<file path="src/rtl/wpr_pkg.sv">
package wpr_pkg;

    // Merged hit flags held per in-flight instruction
    typedef struct packed {
        logic ifetch_wp;
        logic ifetch_bp;
        logic mem_wp;
        logic mem_bp;
    } wpr_flags_t;

    // Point at which a breakpoint exception is taken
    typedef enum logic {
        BP_BEFORE = 1'b0,
        BP_AFTER  = 1'b1
    } wpr_when_e;

    // Number of watchpoint kinds that own a counter
    localparam int unsigned WPR_NWT = 2;

    function automatic logic bp_allowed(input logic masked_mode, input logic enable);
        return !masked_mode || enable;
    endfunction

    function automatic logic has_bp(input wpr_flags_t f);
        return f.ifetch_bp || f.mem_bp;
    endfunction

endpackage

</file>
<file path="src/rtl/wpr_hit_table.sv">
module wpr_hit_table
    import wpr_pkg::*;
#(
    parameter int TAG_W  = 3,
    parameter int ADDR_W = 16,
    parameter int RET_N  = 2
) (
    input  logic                               clk,
    input  logic                               rst,
    input  logic                               if_v,
    input  logic [TAG_W-1:0]                   if_tag,
    input  logic                               if_wp,
    input  logic                               if_bp,
    input  logic                               ls_v,
    input  logic [TAG_W-1:0]                   ls_tag,
    input  logic                               ls_wp,
    input  logic                               ls_bp,
    input  logic [ADDR_W-1:0]                  ls_addr,
    input  logic [(1<<TAG_W)-1:0]              kill_mask,
    input  logic [RET_N-1:0][TAG_W-1:0]        rd_tag,
    output wpr_flags_t [RET_N-1:0]             rd_flags,
    output logic [RET_N-1:0][ADDR_W-1:0]       rd_addr
);
    localparam int DEPTH = 1 << TAG_W;

    wpr_flags_t [DEPTH-1:0]             flags_q, flags_d;
    logic       [DEPTH-1:0][ADDR_W-1:0] addr_q,  addr_d;

    // Merge new hits into the entry; a kill of the same tag wins over a hit
    always_comb begin
        flags_d = flags_q;
        addr_d  = addr_q;
        for (int e = 0; e < DEPTH; e++) begin
            if (kill_mask[e]) begin
                flags_d[e] = '0;
            end else begin
                if (if_v && (if_tag == TAG_W'(e))) begin
                    flags_d[e].ifetch_wp = flags_q[e].ifetch_wp | if_wp;
                    flags_d[e].ifetch_bp = flags_q[e].ifetch_bp | if_bp;
                end
                if (ls_v && (ls_tag == TAG_W'(e))) begin
                    flags_d[e].mem_wp = flags_q[e].mem_wp | ls_wp;
                    flags_d[e].mem_bp = flags_q[e].mem_bp | ls_bp;
                    // Only the first breakpointing access of an instruction is kept
                    if (ls_bp && !flags_q[e].mem_bp) begin
                        addr_d[e] = ls_addr;
                    end
                end
            end
        end
    end

    always_ff @(posedge clk) begin
        if (rst) begin
            flags_q <= '0;
            addr_q  <= '0;
        end else begin
            flags_q <= flags_d;
            addr_q  <= addr_d;
        end
    end

    always_comb begin
        for (int s = 0; s < RET_N; s++) begin
            rd_flags[s] = flags_q[rd_tag[s]];
            rd_addr[s]  = addr_q[rd_tag[s]];
        end
    end

endmodule

</file>
<file path="src/rtl/wpr_retire_eval.sv">
module wpr_retire_eval
    import wpr_pkg::*;
#(
    parameter int TAG_W  = 3,
    parameter int ADDR_W = 16,
    parameter int RET_N  = 2
) (
    input  logic [RET_N-1:0]                 ret_v,
    input  logic [RET_N-1:0][TAG_W-1:0]      ret_tag,
    input  wpr_flags_t [RET_N-1:0]           flags,
    input  logic [RET_N-1:0][ADDR_W-1:0]     addr,
    input  logic                             masked_mode,
    input  logic                             enable,
    output logic [RET_N-1:0]                 ev_iwp,
    output logic [RET_N-1:0]                 ev_lsw,
    output logic                             take,
    output wpr_when_e                        when,
    output logic [TAG_W-1:0]                 take_tag,
    output logic [ADDR_W-1:0]                take_addr
);
    logic blocked;

    // Walk slots oldest first; a taken breakpoint cancels every younger slot
    always_comb begin
        blocked   = 1'b0;
        ev_iwp    = '0;
        ev_lsw    = '0;
        take      = 1'b0;
        when      = BP_BEFORE;
        take_tag  = '0;
        take_addr = '0;
        for (int s = 0; s < RET_N; s++) begin
            if (ret_v[s] && !blocked) begin
                ev_iwp[s] = flags[s].ifetch_wp;
                ev_lsw[s] = flags[s].mem_wp;
                if (bp_allowed(masked_mode, enable) && has_bp(flags[s])) begin
                    take      = 1'b1;
                    when      = flags[s].ifetch_bp ? BP_BEFORE : BP_AFTER;
                    take_tag  = ret_tag[s];
                    take_addr = addr[s];
                    blocked   = 1'b1;
                end
            end
        end
    end

endmodule

</file>
<file path="src/rtl/wpr_evt_counter.sv">
module wpr_evt_counter #(
    parameter int RET_N = 2,
    parameter int CNT_W = 8
) (
    input  logic             clk,
    input  logic             rst,
    input  logic [RET_N-1:0] inc,
    output logic [CNT_W-1:0] count
);
    always_ff @(posedge clk) begin
        if (rst) begin
            count <= '0;
        end else begin
            count <= count + CNT_W'($countones(inc));
        end
    end

endmodule

</file>
<file path="src/rtl/wp_retire_reporter.sv">
module wp_retire_reporter
    import wpr_pkg::*;
#(
    parameter int TAG_W  = 3,
    parameter int ADDR_W = 16,
    parameter int RET_N  = 2,
    parameter int CNT_W  = 8
) (
    input  logic                     clk,
    input  logic                     rst,
    input  logic                     if_hit_v,
    input  logic [TAG_W-1:0]         if_hit_tag,
    input  logic                     if_hit_wp,
    input  logic                     if_hit_bp,
    input  logic                     ls_hit_v,
    input  logic [TAG_W-1:0]         ls_hit_tag,
    input  logic                     ls_hit_wp,
    input  logic                     ls_hit_bp,
    input  logic [ADDR_W-1:0]        ls_hit_addr,
    input  logic [(1<<TAG_W)-1:0]    flush_mask,
    input  logic [RET_N-1:0]         ret_v,
    input  logic [RET_N*TAG_W-1:0]   ret_tag,
    input  logic                     bp_masked_mode,
    input  logic                     bp_enable,
    output logic [RET_N-1:0]         iwp_evt,
    output logic [RET_N-1:0]         lsw_evt,
    output logic [CNT_W-1:0]         iwp_count,
    output logic [CNT_W-1:0]         lsw_count,
    output logic                     bp_req,
    output logic                     bp_after,
    output logic [TAG_W-1:0]         bp_tag,
    output logic [ADDR_W-1:0]        bar
);
    localparam int DEPTH = 1 << TAG_W;

    logic [RET_N-1:0][TAG_W-1:0]     slot_tag;
    logic [DEPTH-1:0]                kill_mask;
    wpr_flags_t [RET_N-1:0]          slot_flags;
    logic [RET_N-1:0][ADDR_W-1:0]    slot_addr;
    logic [RET_N-1:0]                ev_iwp, ev_lsw;
    logic                            take;
    wpr_when_e                       when;
    logic [TAG_W-1:0]                take_tag;
    logic [ADDR_W-1:0]               take_addr;
    logic [WPR_NWT-1:0][RET_N-1:0]   ev_kind;
    logic [WPR_NWT-1:0][CNT_W-1:0]   cnt_all;

    for (genvar s = 0; s < RET_N; s++) begin : g_slot
        assign slot_tag[s] = ret_tag[s*TAG_W +: TAG_W];
    end

    // Retirement and flush both free the entry
    always_comb begin
        kill_mask = flush_mask;
        for (int s = 0; s < RET_N; s++) begin
            if (ret_v[s]) kill_mask[slot_tag[s]] = 1'b1;
        end
    end

    wpr_hit_table #(.TAG_W(TAG_W), .ADDR_W(ADDR_W), .RET_N(RET_N)) u_table (
        .clk       (clk),
        .rst       (rst),
        .if_v      (if_hit_v),
        .if_tag    (if_hit_tag),
        .if_wp     (if_hit_wp),
        .if_bp     (if_hit_bp),
        .ls_v      (ls_hit_v),
        .ls_tag    (ls_hit_tag),
        .ls_wp     (ls_hit_wp),
        .ls_bp     (ls_hit_bp),
        .ls_addr   (ls_hit_addr),
        .kill_mask (kill_mask),
        .rd_tag    (slot_tag),
        .rd_flags  (slot_flags),
        .rd_addr   (slot_addr)
    );

    wpr_retire_eval #(.TAG_W(TAG_W), .ADDR_W(ADDR_W), .RET_N(RET_N)) u_eval (
        .ret_v       (ret_v),
        .ret_tag     (slot_tag),
        .flags       (slot_flags),
        .addr        (slot_addr),
        .masked_mode (bp_masked_mode),
        .enable      (bp_enable),
        .ev_iwp      (ev_iwp),
        .ev_lsw      (ev_lsw),
        .take        (take),
        .when        (when),
        .take_tag    (take_tag),
        .take_addr   (take_addr)
    );

    assign ev_kind[0] = ev_iwp;
    assign ev_kind[1] = ev_lsw;

    for (genvar k = 0; k < WPR_NWT; k++) begin : g_cnt
        wpr_evt_counter #(.RET_N(RET_N), .CNT_W(CNT_W)) u_cnt (
            .clk   (clk),
            .rst   (rst),
            .inc   (ev_kind[k]),
            .count (cnt_all[k])
        );
    end

    assign iwp_count = cnt_all[0];
    assign lsw_count = cnt_all[1];

    always_ff @(posedge clk) begin
        if (rst) begin
            iwp_evt  <= '0;
            lsw_evt  <= '0;
            bp_req   <= 1'b0;
            bp_after <= 1'b0;
            bp_tag   <= '0;
            bar      <= '0;
        end else begin
            iwp_evt  <= ev_iwp;
            lsw_evt  <= ev_lsw;
            bp_req   <= take;
            bp_after <= take && (when == BP_AFTER);
            bp_tag   <= take ? take_tag : '0;
            if (take && (when == BP_AFTER)) begin
                bar <= take_addr;
            end
        end
    end

endmodule

</file>
<file path="config.mk">
export PLATFORM = sky130hd
export DESIGN_NAME = wp_retire_reporter
export DESIGN_NICKNAME = d
export VERILOG_FILES = /design/src/rtl/wpr_pkg.sv /design/src/rtl/wpr_hit_table.sv /design/src/rtl/wpr_retire_eval.sv /design/src/rtl/wpr_evt_counter.sv /design/src/rtl/wp_retire_reporter.sv
export SDC_FILE = /design/constraint.sdc
export NUM_CORES = 1
export LEC_CHECK = 0
export ABC_AREA = 1
export BUFFER_PORTS_ARGS = -buffer_cell sky130_fd_sc_hd__buf_4
export CAP_MARGIN = 20
export CORE_ASPECT_RATIO = 1.75
export CORE_MARGIN = 1
export CORE_UTILIZATION = 63
export CTS_CLUSTER_SIZE = 10
export DETAILED_ROUTE_END_ITERATION = 16
export PLACE_DENSITY = 0.9
export SYNTH_ARGS = -nofsm -noshare
export SYNTH_HDL_FRONTEND = slang
export SYNTH_SLANG_ARGS = --single-unit
</file>
<file path="constraint.sdc">
create_clock -name clk -period 6.5 [get_ports clk]
set_input_delay 0.975 -clock clk [delete_from_list [all_inputs] [get_ports clk]]
set_output_delay 0.975 -clock clk [all_outputs]
set_load 0.005 [all_outputs]
</file>
# Word-level counts from Yosys, hierarchy flattened
# Index checks and enable logic that the tools add are counted.
[word_totals]
input_bits = 48
reg_bits = 201
[classes]
mux = 36
magnitude_cmp = 4
addsub = 4
reduce_logical = 62
n_bitwise = 43
eq_ne = 14
[ops]
columns = ["cell", "count"]
rows = [
  ["binary-select mux 16 bit (select 3 bit)", 2],
  ["two-way mux 16 bit", 6],
  ["OR 1 bit", 32],
  ["logical AND 1 bit", 30],
  ["binary-select mux 4 bit (select 3 bit)", 2],
  ["== test 3 bit, second input constant", 8],
  ["AND reduction 3 bit", 8],
  ["OR reduction 2 bit", 9],
  ["adder 8 bit", 2],
  ["two-way mux 1 bit", 16],
  ["two-way mux 8 bit", 2],
  ["OR 8 bit", 2],
  ["== test 3 x 2 -> 1 bit, second input constant", 4],
  ["two-way mux 3 bit", 4],
  ["logical NOT 1 bit", 10],
  ["NOT 1 bit", 9],
  ["< comparator 3 x 4 -> 1 bit, second input constant", 2],
  ["two-way mux 4 bit", 2],
  ["demux 1 bit (select 3 bit)", 2],
  ["== test 3 x 1 -> 1 bit, second input constant", 2],
  [">= comparator 3 x 1 -> 1 bit, second input constant", 2],
  ["logical NOT 3 bit", 2],
  ["adder 1 x 1 -> 2 bit", 2],
  ["logical OR 1 bit", 3],
]

# Depth between registers and ports, before layout
[depth]
word_depth = 11
ltp_mapped = 21
mapped_depth_nobuf = 19

# Hierarchy
# Synthesis repeated with hierarchy kept, for this count alone.
[hier_totals]
hier_cells = 1907
hier_area_um2 = 11810.1
[modules_own_cells]
columns = ["module", "area_per_inst_um2", "n_inst", "cells_per_inst", "seq_area_each_um2"]
rows = [
  ["wpr_hit_table", 9499.1, 1, 1571, 3203.1],
  ["wp_retire_reporter", 1156.1, 1, 148, 500.5],
  ["wpr_retire_eval", 417.9, 1, 90, 0.0],
  ["wpr_evt_counter (g_cnt[1].u_cnt)", 369.1, 1, 49, 160.2],
  ["wpr_evt_counter (g_cnt[0].u_cnt)", 367.9, 1, 49, 160.2],
]

# Least setup slack after synthesis
# No wires, ideal clock.
[synth_timing]
kind = "in2reg"
start = "input ret_tag[0]"
end = "register g_cnt[0].u_cnt.count[6]"
path_slack_ps = 2886
t_arrival_ps = 3487
cell_stages = 18
path_buffers = 4
t_required_ps = 6372
setup_time_ps = 128
path_cell_list = "buf_4 inv_2 buf_6 buf_2 buf_1 a21oi_1 o21ai_0 nand3_1 a21oi_1 nor2_1 ha_1 ha_1 fa_1 nand2_1 nor2_1 nand3_1 xor2_1 nor2_1"
[synth_between]
word_cells_on_any_way = 12
[synth_lines]
columns = ["item", "line_no", "text"]
rows = [
  ["from (decl)", "wp_retire_reporter.sv:22", "input logic [RET_N*TAG_W-1:0] ret_tag,"],
  ["binary-select mux 4 bit (select 3 bit)", "wpr_hit_table.sv:65", "rd_flags[s] = flags_q[rd_tag[s]];"],
  ["two-way mux 4 bit (not written as such)", "wpr_hit_table.sv:65", ""],
  ["two-way mux 1 bit", "wpr_retire_eval.sv:33", "if (ret_v[s] && !blocked) begin"],
  ["named net ev_iwp[0]", "wp_retire_reporter.sv:40", "logic [RET_N-1:0] ev_iwp, ev_lsw;"],
  ["adder 1 x 1 -> 2 bit (not written as such)", "wpr_evt_counter.sv:14", "count <= count + CNT_W'($countones(inc));"],
  ["adder 8 bit", "wpr_evt_counter.sv:14", ""],
  ["to (signal assigned)", "wpr_evt_counter.sv:14", ""],
  ["to (decl)", "wpr_evt_counter.sv:8", "output logic [CNT_W-1:0] count"],
]
# The timed path passes the listed nets, and every way through them passes these cells. The select of a mux whose other input is x is not followed.
# A chain may end at the register's enable or synchronous reset.

# Final worst setup path
[layout_timing]
start = "input ret_tag[1]"
end = "register g_cnt[1].u_cnt.count[6]"
[layout_between]
elab_chain_len = 11
word_cells_on_any_way = 12
[layout_rtl]
columns = ["item", "line_no", "text"]
rows = [
  ["binary-select mux 4 bit (select 3 bit)", "wpr_hit_table.sv:65", ""],
  ["two-way mux 4 bit (not written as such)", "wpr_hit_table.sv:65", ""],
  ["logical OR 1 bit", "wpr_pkg.sv:25", "return f.ifetch_bp || f.mem_bp;"],
  ["logical AND 1 bit", "wpr_retire_eval.sv:36", "if (bp_allowed(masked_mode, enable) && has_bp(flags[s])) begin"],
  ["two-way mux 1 bit", "wpr_retire_eval.sv:36", ""],
  ["two-way mux 1 bit", "wpr_retire_eval.sv:33", ""],
  ["logical NOT 1 bit", "wpr_retire_eval.sv:33", ""],
  ["logical AND 1 bit", "wpr_retire_eval.sv:33", ""],
  ["two-way mux 1 bit", "wpr_retire_eval.sv:33", ""],
  ["named net ev_lsw[1]", "wp_retire_reporter.sv:40", ""],
  ["adder 1 x 1 -> 2 bit (not written as such)", "wpr_evt_counter.sv:14", ""],
  ["adder 8 bit", "wpr_evt_counter.sv:14", ""],
  ["to (signal assigned)", "wpr_evt_counter.sv:14", ""],
  ["to (decl)", "wpr_evt_counter.sv:8", ""],
]
# The timed path passes the listed nets, and every way through them passes these cells. The select of a mux whose other input is x is not followed.

==> qor.yml <==
critical_path:
  r2r_cells: 19
  r2r-start: "u_table.flags_q[0]"
  cp_data_required_time_ps: 6900
  r2r_slack_ps: 3590
  cp-startpoint: "ret_tag[1]"
  crit_type: "input pin to register"
  endpoint: "g_cnt[1].u_cnt.count[6]"
  cp-end-kind: "register"
  critPathMaxFanout: 23
  r2r-end: "g_cnt[1].u_cnt.count[6]"
  arrival_ps: 4390
  critPathLaunchType: "input pin"
sta:
  min_period_ps: 3990
  skew_ps: 23.3
  final_hold_viol_count: 0
  rsz0062_at_grt: "no"
  max_freq_mhz: 251
  fin_setup_tns_ps: 0
  tightest_slew_ps: 1210
  slew_viol_final: 0
  finalCritPeriodShare_pct: 61.3
  setup_viol: 0
  max_slew_margin_pct: 19.3
clock_tree:
  htreeDepth: 1
  cts_resized: 0
  root_buffer: "clkbuf_16"
  cts_tree: "yes"
  ctsHoldBuffers: 0
  insertion_delay_ps: 510
  cts_setup_buffers: 0
  clock_sinks: 201
  clkTransAtPathRegs_ps: 60
  cts_max_path_buffers: 3
  numCtsBuffers: 24
yosys:
  ys_types: 45
  synthSimpleGateAreaFrac_pct: 20.7
  synth-seq-cells: 201
  syn_avg_cell_area_um2: 6.99
  syn_area_um2: 9910
  ys_top_cells_by_area: "dfxtp_1, a21oi_1, o21ai_0"
  synth-compound-area-share_pct: 28.9
  syn_nets: 1474
  synth_edf_count: 0
  syn-instance-count: 1418
  async_flop_share_pct: 0
  synth_top_cell_area_share_pct: 40.6
  synthAdderAreaFrac_pct: 1.16
  ys_seq_area_share_pct: 40.6
  synthFlopType: "dfxtp_1"
  synth_top_family_by_area: "compound AO/OA/AOI/OAI gates"
  synth_mux_area_share_pct: 0
  synth_xor_area_share_pct: 0.265
  yosysTopAreaCell: "dfxtp_1"
  yosysWarnings: 0
finish:
  fill_cells: 1241
  final_area_um2: 11200
  syn_to_final_growth_pct: 13.3
  antenna_cells: 0
  final_nets: 1507
  drive_gt1_share_pct: 11.8
drt:
  vias_per_cell: 6.39
  wl_per_cell_um: 19.7
  drt_iter0_markers: 1160
  wirelength_um: 32200
  drcViolationCount: 0
  drtAntennaViolNets: 0
  route.vias.total: 10474
  first_pass_iters: 6
grt:
  grtUsageTotal_pct: 39.2
  antenna_found_initial: 0
  overflow: 0
  grt_pass1_wl_um: 50900
  grt_max_degree: 112
  grt_pass1_vias: 10025
floorplan:
  die_area_um2: 16300
  rows: 60
  coreArea_um2: 15400
  fp.dieH_um: 168
  initial_core_util_pct: 64.4
  pin_count: 89
  fp.dieW_um: 96.8
placed_design:
  globalplace.congestion: 0.989
  dpl_cell_area_um2: 10500
  hpwl_um: 20200
  port_buffers: 88
pwr:
  irDropWorstVdd_uv: 197
  power.total_mw: 2.78
  p_leak_nw: 4.61
  powerDensity_nw_per_um2: 248
run:
  cap_viol_max_count: 0
status:
  outcome: "complete, no violations"
min_path:
  worstHoldPathType: "register to register"
==> power by group <==
group | total, mW | switching [mW] | internal, mW
clock | 1.17 | 0.481 | 0.687
sequential | 1.27 | 0.0160 | 1.26
combinational | 0.337 | 0.225 | 0.112
==> worst min-delay path by stage <==
| stage | start | end | cells past startpoint |
|---|---|---|---|
| finish | u_table.flags_q[17] | u_table.flags_q[17] | 2 |
| global route | u_table.flags_q[17] | u_table.flags_q[17] | 2 |
| floorplan | u_table.flags_q[15] | u_table.flags_q[15] | 2 |
| CTS | u_table.flags_q[17] | u_table.flags_q[17] | 2 |
| global placement | g_cnt[0].u_cnt.count[7] | g_cnt[0].u_cnt.count[7] | 2 |
| detailed placement | u_table.flags_q[17] | u_table.flags_q[17] | 2 |
==> layer usage <==
metal  track usage [%]  part of all wire, %
met1              42.4                   34
met2              63.5                   48
met3              7.43                  8.8
met5                 0                    0
met4              37.6                   10
==> critical path, cell delays in order <==
cell and delay, ps:
buf_4 150, nor2_2 930, nand3_1 170, nand2_1 110, nor2_1 70, nand2_2 100, nand3_4 120, nand2_4 140
nor3_1 60, ha_1 280, ha_1 170, inv_1 60, fa_1 420, nor2_1 170, nand2_1 70, nor2_1 170
nand3_1 100, nand2_1 70, nor2_1 50
==> placed cells by master (no fill, tap or decap), types with 2 or more instances in the layout <==
cell / count
a21oi_1: 270
a221oi_1: 13
buf_16: 2
buf_4: 101
clkbuf_16: 25
clkinv_1: 2
clkinv_2: 2
dfxtp_1: 201
fa_1: 2
ha_1: 6
inv_1: 99
inv_2: 7
nand2_1: 202
nand2_2: 2
nand2_4: 2
nand3_1: 53
nand3_2: 2
nand3b_1: 14
nand4_1: 7
nor2_1: 140
nor2_2: 3
nor2_4: 2
nor3_1: 6
nor3_2: 3
nor3_4: 5
nor4_1: 2
o2111ai_1: 14
o211ai_1: 10
o21ai_0: 225
o21ai_1: 5
or2_2: 9
xor2_1: 3
==> synth_stat cells (8+ instances only) <==
cell type / count
a21oi_1: 270
a221oi_1: 13
buf_1: 14
buf_2: 17
clkbuf_1: 60
dfxtp_1: 201
inv_1: 100
nand2_1: 202
nand3_1: 53
nand3b_1: 14
nor2_1: 141
nor3_2: 8
o2111ai_1: 14
o211ai_1: 10
o21ai_0: 225
or2_2: 9
==> logic make-up (layout without fill, tap and decap cells) <==
group	count (synthesis)	count (layout)
compound gates	543	543
xor+xnor	3	3
fa+ha+maj	8	8
buf+inv	206	241
flops	201	201
simple gates	457	457
==> cell type report <==
class | instances | area (um^2) | area share (%)
Inverter | 110 | 415 | 3.70
Timing Repair Buffer | 103 | 813 | 7.24
Clock buffer | 27 | 643 | 5.73
Tap cell | 186 | 233 | 2.07
Clock inverter | 1 | 8.76 | 0.0780
Sequential cell | 201 | 4020 | 35.8
Multi-Input combinational cell | 1011 | 5090 | 45.3
==> sequential cells by signal (all words and copies together), names as in the netlist <==
register / cells
bar: 16
bp_after: 1
bp_req: 1
bp_tag: 3
g_cnt.u_cnt.count: 16
iwp_evt: 2
lsw_evt: 2
u_table.addr_q: 128
u_table.flags_q: 32
==> stage by stage <==
stage                     setup WS (ps)  utilization, %  hold slack [ps]  instances
after detailed placement           2090            68.4              463       1609
final                              2510            73.0              482       1639
after floorplan                    2890               -              435       1418
after global placement             2170            68.4              460       1609
after global routing               2240            73.0              495       1639
after CTS                          2620            72.6              474       1637
(Power assumes the default switching activity.)
